`src/rtl/qdr2_pkg.sv`:
```
package qdr2_pkg;
  localparam int LANE_W = 8;

  // number of byte lanes covering a word of dw bits
  function automatic int lanes(input int dw);
    return (dw + LANE_W - 1) / LANE_W;
  endfunction
endpackage

```
`src/rtl/qdr2_lane_merge.sv`:
```
module qdr2_lane_merge #(
  parameter int DW = 8,
  parameter int NB = 1
) (
  input  logic [DW-1:0] old_w,
  input  logic [DW-1:0] new_w,
  input  logic [NB-1:0] keep_n,
  output logic [DW-1:0] out_w
);
  localparam int LW = qdr2_pkg::LANE_W;

  // a lane whose keep_n bit is high retains the old byte
  for (genvar i = 0; i < NB; i++) begin : g_lane
    assign out_w[i*LW +: LW] = keep_n[i] ? old_w[i*LW +: LW] : new_w[i*LW +: LW];
  end
endmodule

```
`src/rtl/qdr2_wr_capture.sv`:
```
module qdr2_wr_capture #(
  parameter int DW = 8,
  parameter int AW = 6,
  parameter int NB = 1
) (
  input  logic            clk,
  input  logic            rst_n,
  input  logic            k_ph,
  input  logic            wr_n,
  input  logic [AW-1:0]   addr,
  input  logic [DW-1:0]   wdata,
  input  logic [NB-1:0]   bw_n,
  output logic            pend_vld,
  output logic [AW-1:0]   pend_addr,
  output logic [2*DW-1:0] pend_data,
  output logic [2*NB-1:0] pend_bw_n,
  output logic            commit_go
);
  logic          wsel;
  logic [DW-1:0] lo_d;
  logic [NB-1:0] lo_m;

  always_ff @(posedge clk) begin
    if (!rst_n) begin
      wsel     <= 1'b0;
      pend_vld <= 1'b0;
    end else begin
      pend_vld <= 1'b0;
      if (k_ph) begin
        wsel <= !wr_n;
        lo_d <= wdata;
        lo_m <= bw_n;
      end else if (wsel) begin
        pend_vld  <= 1'b1;
        pend_addr <= addr;
        pend_data <= {wdata, lo_d};
        pend_bw_n <= {bw_n, lo_m};
      end
    end
  end

  // the full pair is written into the array on the K edge after capture
  assign commit_go = pend_vld && k_ph;
endmodule

```
`src/rtl/qdr2_pair_array.sv`:
```
module qdr2_pair_array #(
  parameter int DW = 8,
  parameter int AW = 6,
  parameter int NB = 1
) (
  input  logic            clk,
  input  logic            commit_go,
  input  logic [AW-1:0]   wa,
  input  logic [2*DW-1:0] wd,
  input  logic [2*NB-1:0] wbw_n,
  input  logic [AW-1:0]   ra,
  output logic [2*DW-1:0] rd_pair
);
  localparam int DEPTH = 1 << AW;

  logic [2*DW-1:0] mem [DEPTH];
  logic [2*DW-1:0] old_pair;
  logic [2*DW-1:0] new_pair;

  assign old_pair = mem[wa];
  assign rd_pair  = mem[ra];

  for (genvar b = 0; b < 2; b++) begin : g_beat
    qdr2_lane_merge #(.DW(DW), .NB(NB)) merge_i (
      .old_w (old_pair[b*DW +: DW]),
      .new_w (wd[b*DW +: DW]),
      .keep_n(wbw_n[b*NB +: NB]),
      .out_w (new_pair[b*DW +: DW])
    );
  end

  always_ff @(posedge clk) begin
    if (commit_go) mem[wa] <= new_pair;
  end
endmodule

```
`src/rtl/qdr2_rd_path.sv`:
```
module qdr2_rd_path #(
  parameter int DW = 8,
  parameter int AW = 6,
  parameter int NB = 1
) (
  input  logic            clk,
  input  logic            rst_n,
  input  logic            k_ph,
  input  logic            rd_n,
  input  logic [AW-1:0]   addr,
  input  logic [2*DW-1:0] arr_pair,
  input  logic            pend_vld,
  input  logic [AW-1:0]   pend_addr,
  input  logic [2*DW-1:0] pend_data,
  input  logic [2*NB-1:0] pend_bw_n,
  output logic [AW-1:0]   raddr,
  output logic            stg_vld,
  output logic [DW-1:0]   rdata,
  output logic            rvalid
);
  logic            rsel;
  logic            hit;
  logic [2*NB-1:0] fwd_keep_n;
  logic [2*DW-1:0] lookup;
  logic [2*DW-1:0] stg;

  // a write still waiting for the array overrides the stored lanes it enables
  assign hit        = pend_vld && (pend_addr == raddr);
  assign fwd_keep_n = hit ? pend_bw_n : '1;

  for (genvar b = 0; b < 2; b++) begin : g_fwd
    qdr2_lane_merge #(.DW(DW), .NB(NB)) fwd_i (
      .old_w (arr_pair[b*DW +: DW]),
      .new_w (pend_data[b*DW +: DW]),
      .keep_n(fwd_keep_n[b*NB +: NB]),
      .out_w (lookup[b*DW +: DW])
    );
  end

  always_ff @(posedge clk) begin
    if (!rst_n) begin
      rsel    <= 1'b0;
      stg_vld <= 1'b0;
      rdata   <= '0;
      rvalid  <= 1'b0;
    end else begin
      rvalid <= stg_vld;
      if (k_ph) begin
        rsel    <= !rd_n;
        raddr   <= addr;
        stg_vld <= rsel;
        if (rsel) stg <= lookup;
        if (stg_vld) rdata <= stg[2*DW-1:DW];
      end else if (stg_vld) begin
        rdata <= stg[DW-1:0];
      end
    end
  end
endmodule

```
`src/rtl/qdr2_sram.sv`:
```
module qdr2_sram #(
  parameter int DW = 8,
  parameter int AW = 6
) (
  input  logic                          clk,
  input  logic                          rst_n,
  input  logic                          k_ph,
  input  logic                          rd_n,
  input  logic                          wr_n,
  input  logic [AW-1:0]                 addr,
  input  logic [DW-1:0]                 wdata,
  input  logic [qdr2_pkg::lanes(DW)-1:0] bw_n,
  output logic [DW-1:0]                 rdata,
  output logic                          rvalid
);
  localparam int NB = qdr2_pkg::lanes(DW);

  logic            pend_vld;
  logic [AW-1:0]   pend_addr;
  logic [2*DW-1:0] pend_data;
  logic [2*NB-1:0] pend_bw_n;
  logic            commit_go;
  logic [AW-1:0]   raddr;
  logic [2*DW-1:0] arr_pair;
  logic            stg_vld;

  qdr2_wr_capture #(.DW(DW), .AW(AW), .NB(NB)) wr_i (
    .clk(clk), .rst_n(rst_n), .k_ph(k_ph), .wr_n(wr_n), .addr(addr),
    .wdata(wdata), .bw_n(bw_n), .pend_vld(pend_vld), .pend_addr(pend_addr),
    .pend_data(pend_data), .pend_bw_n(pend_bw_n), .commit_go(commit_go)
  );

  qdr2_pair_array #(.DW(DW), .AW(AW), .NB(NB)) arr_i (
    .clk(clk), .commit_go(commit_go), .wa(pend_addr), .wd(pend_data),
    .wbw_n(pend_bw_n), .ra(raddr), .rd_pair(arr_pair)
  );

  qdr2_rd_path #(.DW(DW), .AW(AW), .NB(NB)) rd_i (
    .clk(clk), .rst_n(rst_n), .k_ph(k_ph), .rd_n(rd_n), .addr(addr),
    .arr_pair(arr_pair), .pend_vld(pend_vld), .pend_addr(pend_addr),
    .pend_data(pend_data), .pend_bw_n(pend_bw_n), .raddr(raddr),
    .stg_vld(stg_vld), .rdata(rdata), .rvalid(rvalid)
  );
endmodule

```
`config.mk`:
```
export PLATFORM = sky130hd
export DESIGN_NAME = qdr2_sram
export DESIGN_NICKNAME = d
export VERILOG_FILES = /design/src/rtl/qdr2_pkg.sv /design/src/rtl/qdr2_lane_merge.sv /design/src/rtl/qdr2_wr_capture.sv /design/src/rtl/qdr2_pair_array.sv /design/src/rtl/qdr2_rd_path.sv /design/src/rtl/qdr2_sram.sv
export SDC_FILE = /design/constraint.sdc
export NUM_CORES = 1
export LEC_CHECK = 0
export ABC_AREA = 1
export CAP_MARGIN = 20
export CORE_ASPECT_RATIO = 0.5
export CORE_MARGIN = 4
export CORE_UTILIZATION = 63
export DETAILED_ROUTE_END_ITERATION = 8
export PLACE_DENSITY_LB_ADDON = 0.15
export SETUP_SLACK_MARGIN = 0.05
export SYNTH_ARGS = -nofsm -noshare
export SYNTH_HDL_FRONTEND = slang
export SYNTH_SLANG_ARGS = --single-unit
```
`constraint.sdc`:
```
create_clock -name clk -period 2.65 [get_ports clk]
set_clock_uncertainty 0.1 [all_clocks]
set_input_delay 0.3975 -clock clk [delete_from_list [all_inputs] [get_ports clk]]
set_output_delay 0.3975 -clock clk [all_outputs]
set_load 0.005 [all_outputs]
```
# Word-level counts from Yosys, hierarchy flattened
# Memory sizes are Yosys's and may differ from the RTL's. A register that Yosys moved wholly into a read port is not among the register bits.
# Index checks and enable logic that the tools add are counted.
# totals
ff_bits	52
ramBits	1024
inputBits	20
elab_cells	34
n_memories	1
# classes
eq_ne	2
muxes	8
bitwise_logic	2
reduce_logical	9
# mem_list
memory	words	width	read_ports	rd_clocked_by_memory_dff	wr	line	text
arr_i.mem	64	16	1	1	1	qdr2_pair_array.sv:16	logic [2*DW-1:0] mem [DEPTH];
# ops
operator	count
$mux W8	5
$reduce_and A2 Y1	3
$reduce_and A3 Y1	2
$mux W1	3
$logic_not A1 Y1	2
$ne A1 B1 Y1 const B	2
$not A1 Y1	2
$reduce_or A2 Y1	1
$logic_and A1 B1 Y1	1

# Longest topological paths before layout
# logic_depth
ltp_word	4
depth_mapped	14
mapped_depth_nobuf	11

# Modules after synthesis
# Synthesis repeated with hierarchy kept, for this count alone.
# unflattened
cells_unflattened	6618
area_unflattened_um2	55244.2
# by_module_without_submodules
mod	instances	cells_per_inst	area_per_inst_um2	seq_area_each_um2
qdr2_pair_array	1	6354	52499.1	30749.5
qdr2_rd_path	1	114	1244.9	880.8
qdr2_wr_capture	1	46	1079.8	1031.0
qdr2_lane_merge	4	26	105.1	0.0

# Worst setup path after synthesis
# Ideal clock, no wire load.
# synth_path
path_type	input to register
startpoint	input k_ph
endpoint	register wr_i.pend_addr[0] (enable)
setup_time_ns	0.405
t_arrival_ns	1.741
path_slack_ns	0.404
cell_stages	4
path_buffers	1
cell_sequence	inv_1 > buf_2 > nand2_1 > nor2_1
# synth_between
elab_chain_len	2
# synth_lines
item	line	text
from (decl)	qdr2_sram.sv:7	input logic k_ph,
$not A1 Y1 (no source line)	-	
$reduce_and A3 Y1 (no source line)	-	
to (signal assigned)	qdr2_wr_capture.sv:35	pend_addr <= addr;
to (decl)	qdr2_wr_capture.sv:14	output logic [AW-1:0] pend_addr,
# No other way between the ends.
# A chain may end at the register's enable or synchronous reset.

==> impl_metrics.csv <==
group,metric,value,unit
status,outcome,"completed",
floorplan,io_pins,29,
synth,syn_area_per_cell,11.7,um2
sta,hold_viol,0,
sta,finalWorstPathRequiredPeriod,2.47,ns
cts,clk_pin_slew_worst_paths,0.07,ns
pwr,ir_drop,795,uV
cells_and_area,areaGrowthSynthToFinish,13.1,%
critical_path,end_kind,"flop",
grt,grt_start_max_net_pins,86,
place,hpwl,75000,um
route,drt-total-wl,120000,um
cts,htree_levels,3,
synth,synth_warnings,0,
min_path,hold_class,"in2reg",
run,max_cap_violations,0,
sta,fmax,406,MHz
floorplan,die_area,74800,um2
grt,grt_pass1_vias,28500,
grt,globalRouteMet3Util,8.68,%
grt,grt_pass1_wl,177000,um
synth,synthDistinctLibCells,23,
cells_and_area,final_cells,4947,
grt,top_usage_layer,"met1",
synth,synth_top_cell_area_share,73.2,%
place,dp.cells,4779,
synth,synth_area_leader_cell,"edfxtp_1",
grt,antenna_found_initial,2,
route,postRouteAntennaNets,0,
critical_path,crit_type,"reg2reg",
grt,grt-ovfl-total,0,
route,drt_iter0_markers,4559,
route,avgRoutedWirePerCell,24.2,um
floorplan,core,69300,um2
sta,holdWs,0.210,ns
grt,globalRouteMet1Util,47.6,%
synth,synth_nets,3792,
sta,rsz0062_at_grt,"no",
critical_path,cp_max_fo,43,
sta,worstMarginPinSlew,0.819,ns
synth,ys_ff_latch,1092,
route,first_pass_iters,6,
route,num_vias,30300,
cells_and_area,nets,3953,
floorplan,start_util,63.9,%
place,gp_congestion,0.947,
cells_and_area,layout-drive-gt1-share,10.2,%
floorplan,dieHeight,195,um
critical_path,cp_data_arrival_time,2.78,ns
grt,grt_util_met2,46.8,%
sta,fin_setup_tns,0,ns
cts,cts_tree,"done",
grt,gr-usage-all-layers,31.8,%
floorplan,die_x,383,um
cts,clockRootBuffer,"clkbuf_16",
critical_path,critPathLaunchType,"flop",
sta,drv_slew,0,
synth,synth.area.top_cells,"edfxtp_1 (73%), nand2_1 (11%), nand3_1 (10%), buf_2 (1.6%), nor2_1 (1.1%)",
cts,cts_buffers,91,
cts,clock-sinks,1092,
pwr,power_density,678,nW/um2
place,pre_cts_slack,-0.0249,ns
cts,insertion_delay,0.67,ns
synth,netlist_instances,3772,
route,vias_per_cell,6.12,
critical_path,crit_required,2.97,ns
place,port_buffers,28,
pwr,p_leak,18.0,nW
sta,finalCritPeriodShare,93.0,%
cells_and_area,final_util,72.3,%
sta,slew_headroom,45.4,%
synth,synth_area,44300,um2
cts,clk_path_buf_depth,3,
synth,synth_seq_area_share,73.8,%
floorplan,num_rows,68,
sta,finalSetupViolCount,0,
route,drc,0,
sta,finalWorstSetupSlack,0.184,ns
==> through the flow <==
stage	area (um2)	power, mW
after detailed placement	47300	21.5
after global routing	50100	35.0
after global placement	47300	21.5
final	50100	34.0
after CTS	50000	34.0
after floorplan	44300	20.6
==> worst max-delay path, cell delays in order, from the launching register on <==
cell and delay, ns:
edfxtp_1 0.44, buf_12 0.18, buf_16 0.19, buf_4 0.25
nand2_1 0.07, nand3_1 0.10, nand3_1 0.13, nand3_1 0.17
nand2_1 0.18, nand2_1 0.08, nand3_1 0.07, nand2_1 0.06
nand2_1 0.06, nand2_1 0.07
==> synthesized netlist by cell type <==
cell type	instances
a21oi_1	2
a31oi_1	8
buf_1	11
buf_2	144
buf_4	28
buf_6	1
clkbuf_1	56
clkinv_1	1
dfxtp_1	13
edfxtp_1	1079
inv_1	24
inv_2	2
inv_4	1
nand2_1	1310
nand3_1	924
nand4_1	1
nor2_1	125
nor2_4	2
nor3_1	26
nor4_2	1
o21ai_0	9
o22ai_1	2
xor2_1	2
==> registers in the layout (all words and copies together) (netlist names), 2 cells and up <==
signal	count
arr_i.mem	1024
wr_i.lo_d	8
wr_i.pend_addr	6
wr_i.pend_bw_n	2
rd_i.raddr	6
rd_i.stg	16
wr_i.pend_data	16
rd_i.rdata	8
==> per-layer routing <==
metal | wire length [um] | share of wire (%) | vias up
li1 | - | - | 13600
met1 | 47700 | 40 | 14600
met2 | 52500 | 44 | 1923
met3 | 16400 | 14 | 220
met4 | 3010 | 2.5 | 0
met5 | 0 | 0 | -
==> area by class of cell <==
class / instances / area [um2]
diodes: 2 / 5.00
clock inverters: 45 / 309
repair inverters: 2 / 22.5
well taps: 945 / 1180
clock buffers: 115 / 2410
flip-flops and latches: 1092 / 32700
inverters: 28 / 141
fillers: 4692 / 19200
multi-input cells: 2412 / 10300
repair buffers: 306 / 3050
==> layout by cell type (no fill, tap or decap), types with 26 or more instances in the layout <==
cell type / synthesis / routed
buf_12: 0 / 51
buf_4: 28 / 224
clkbuf_16: 0 / 94
clkdlybuf4s50_1: 0 / 28
clkinv_1: 1 / 26
edfxtp_1: 1079 / 1079
nand2_1: 1310 / 1309
nand3_1: 924 / 924
nor2_1: 125 / 124
nor3_1: 26 / 26
==> worst paths after layout <==
check	start	end	slack (ns)	cells past startpoint
hold / removal	rd_n	rd_i.rsel$_SDFFE_PN0P_	0.21	2
hold reg to reg	wr_i.lo_d[2]$_DFFE_PP_	wr_i.pend_data[2]$_DFFE_PP_	0.32	0
setup / recovery	rd_i.raddr[0]$_DFFE_PP_	rd_i.stg[4]$_DFFE_PP_	0.18	13
setup reg to reg	rd_i.raddr[0]$_DFFE_PP_	rd_i.stg[4]$_DFFE_PP_	0.18	13
==> report_power, final <==
group	leakage [nW]	switching, mW	internal, mW
combinational	6.83	1.64	0.736
sequential	9.81	0.0358	18.8
clock	1.32	5.96	6.80
==> what timing repair did <==
item | in CTS | in global routing
setup endpoints to repair | 0 | 8
setup buffers | 0 | 3
endpoints found under the hold margin | 0 | 0
hold buffers | 0 | 0
resized for setup | 0 | 7
==> kinds of logic (layout without fill, tap and decap cells) <==
family,Yosys count,count (layout),synth area share [%]
compound gates,21,21,0.266
flops,1092,1092,73.8
buf+inv,268,496,2.94
simple gates,2389,2389,23.0
other cells,0,2,0
xor+xnor,2,2,0.0396
(Power assumes the default switching activity.)
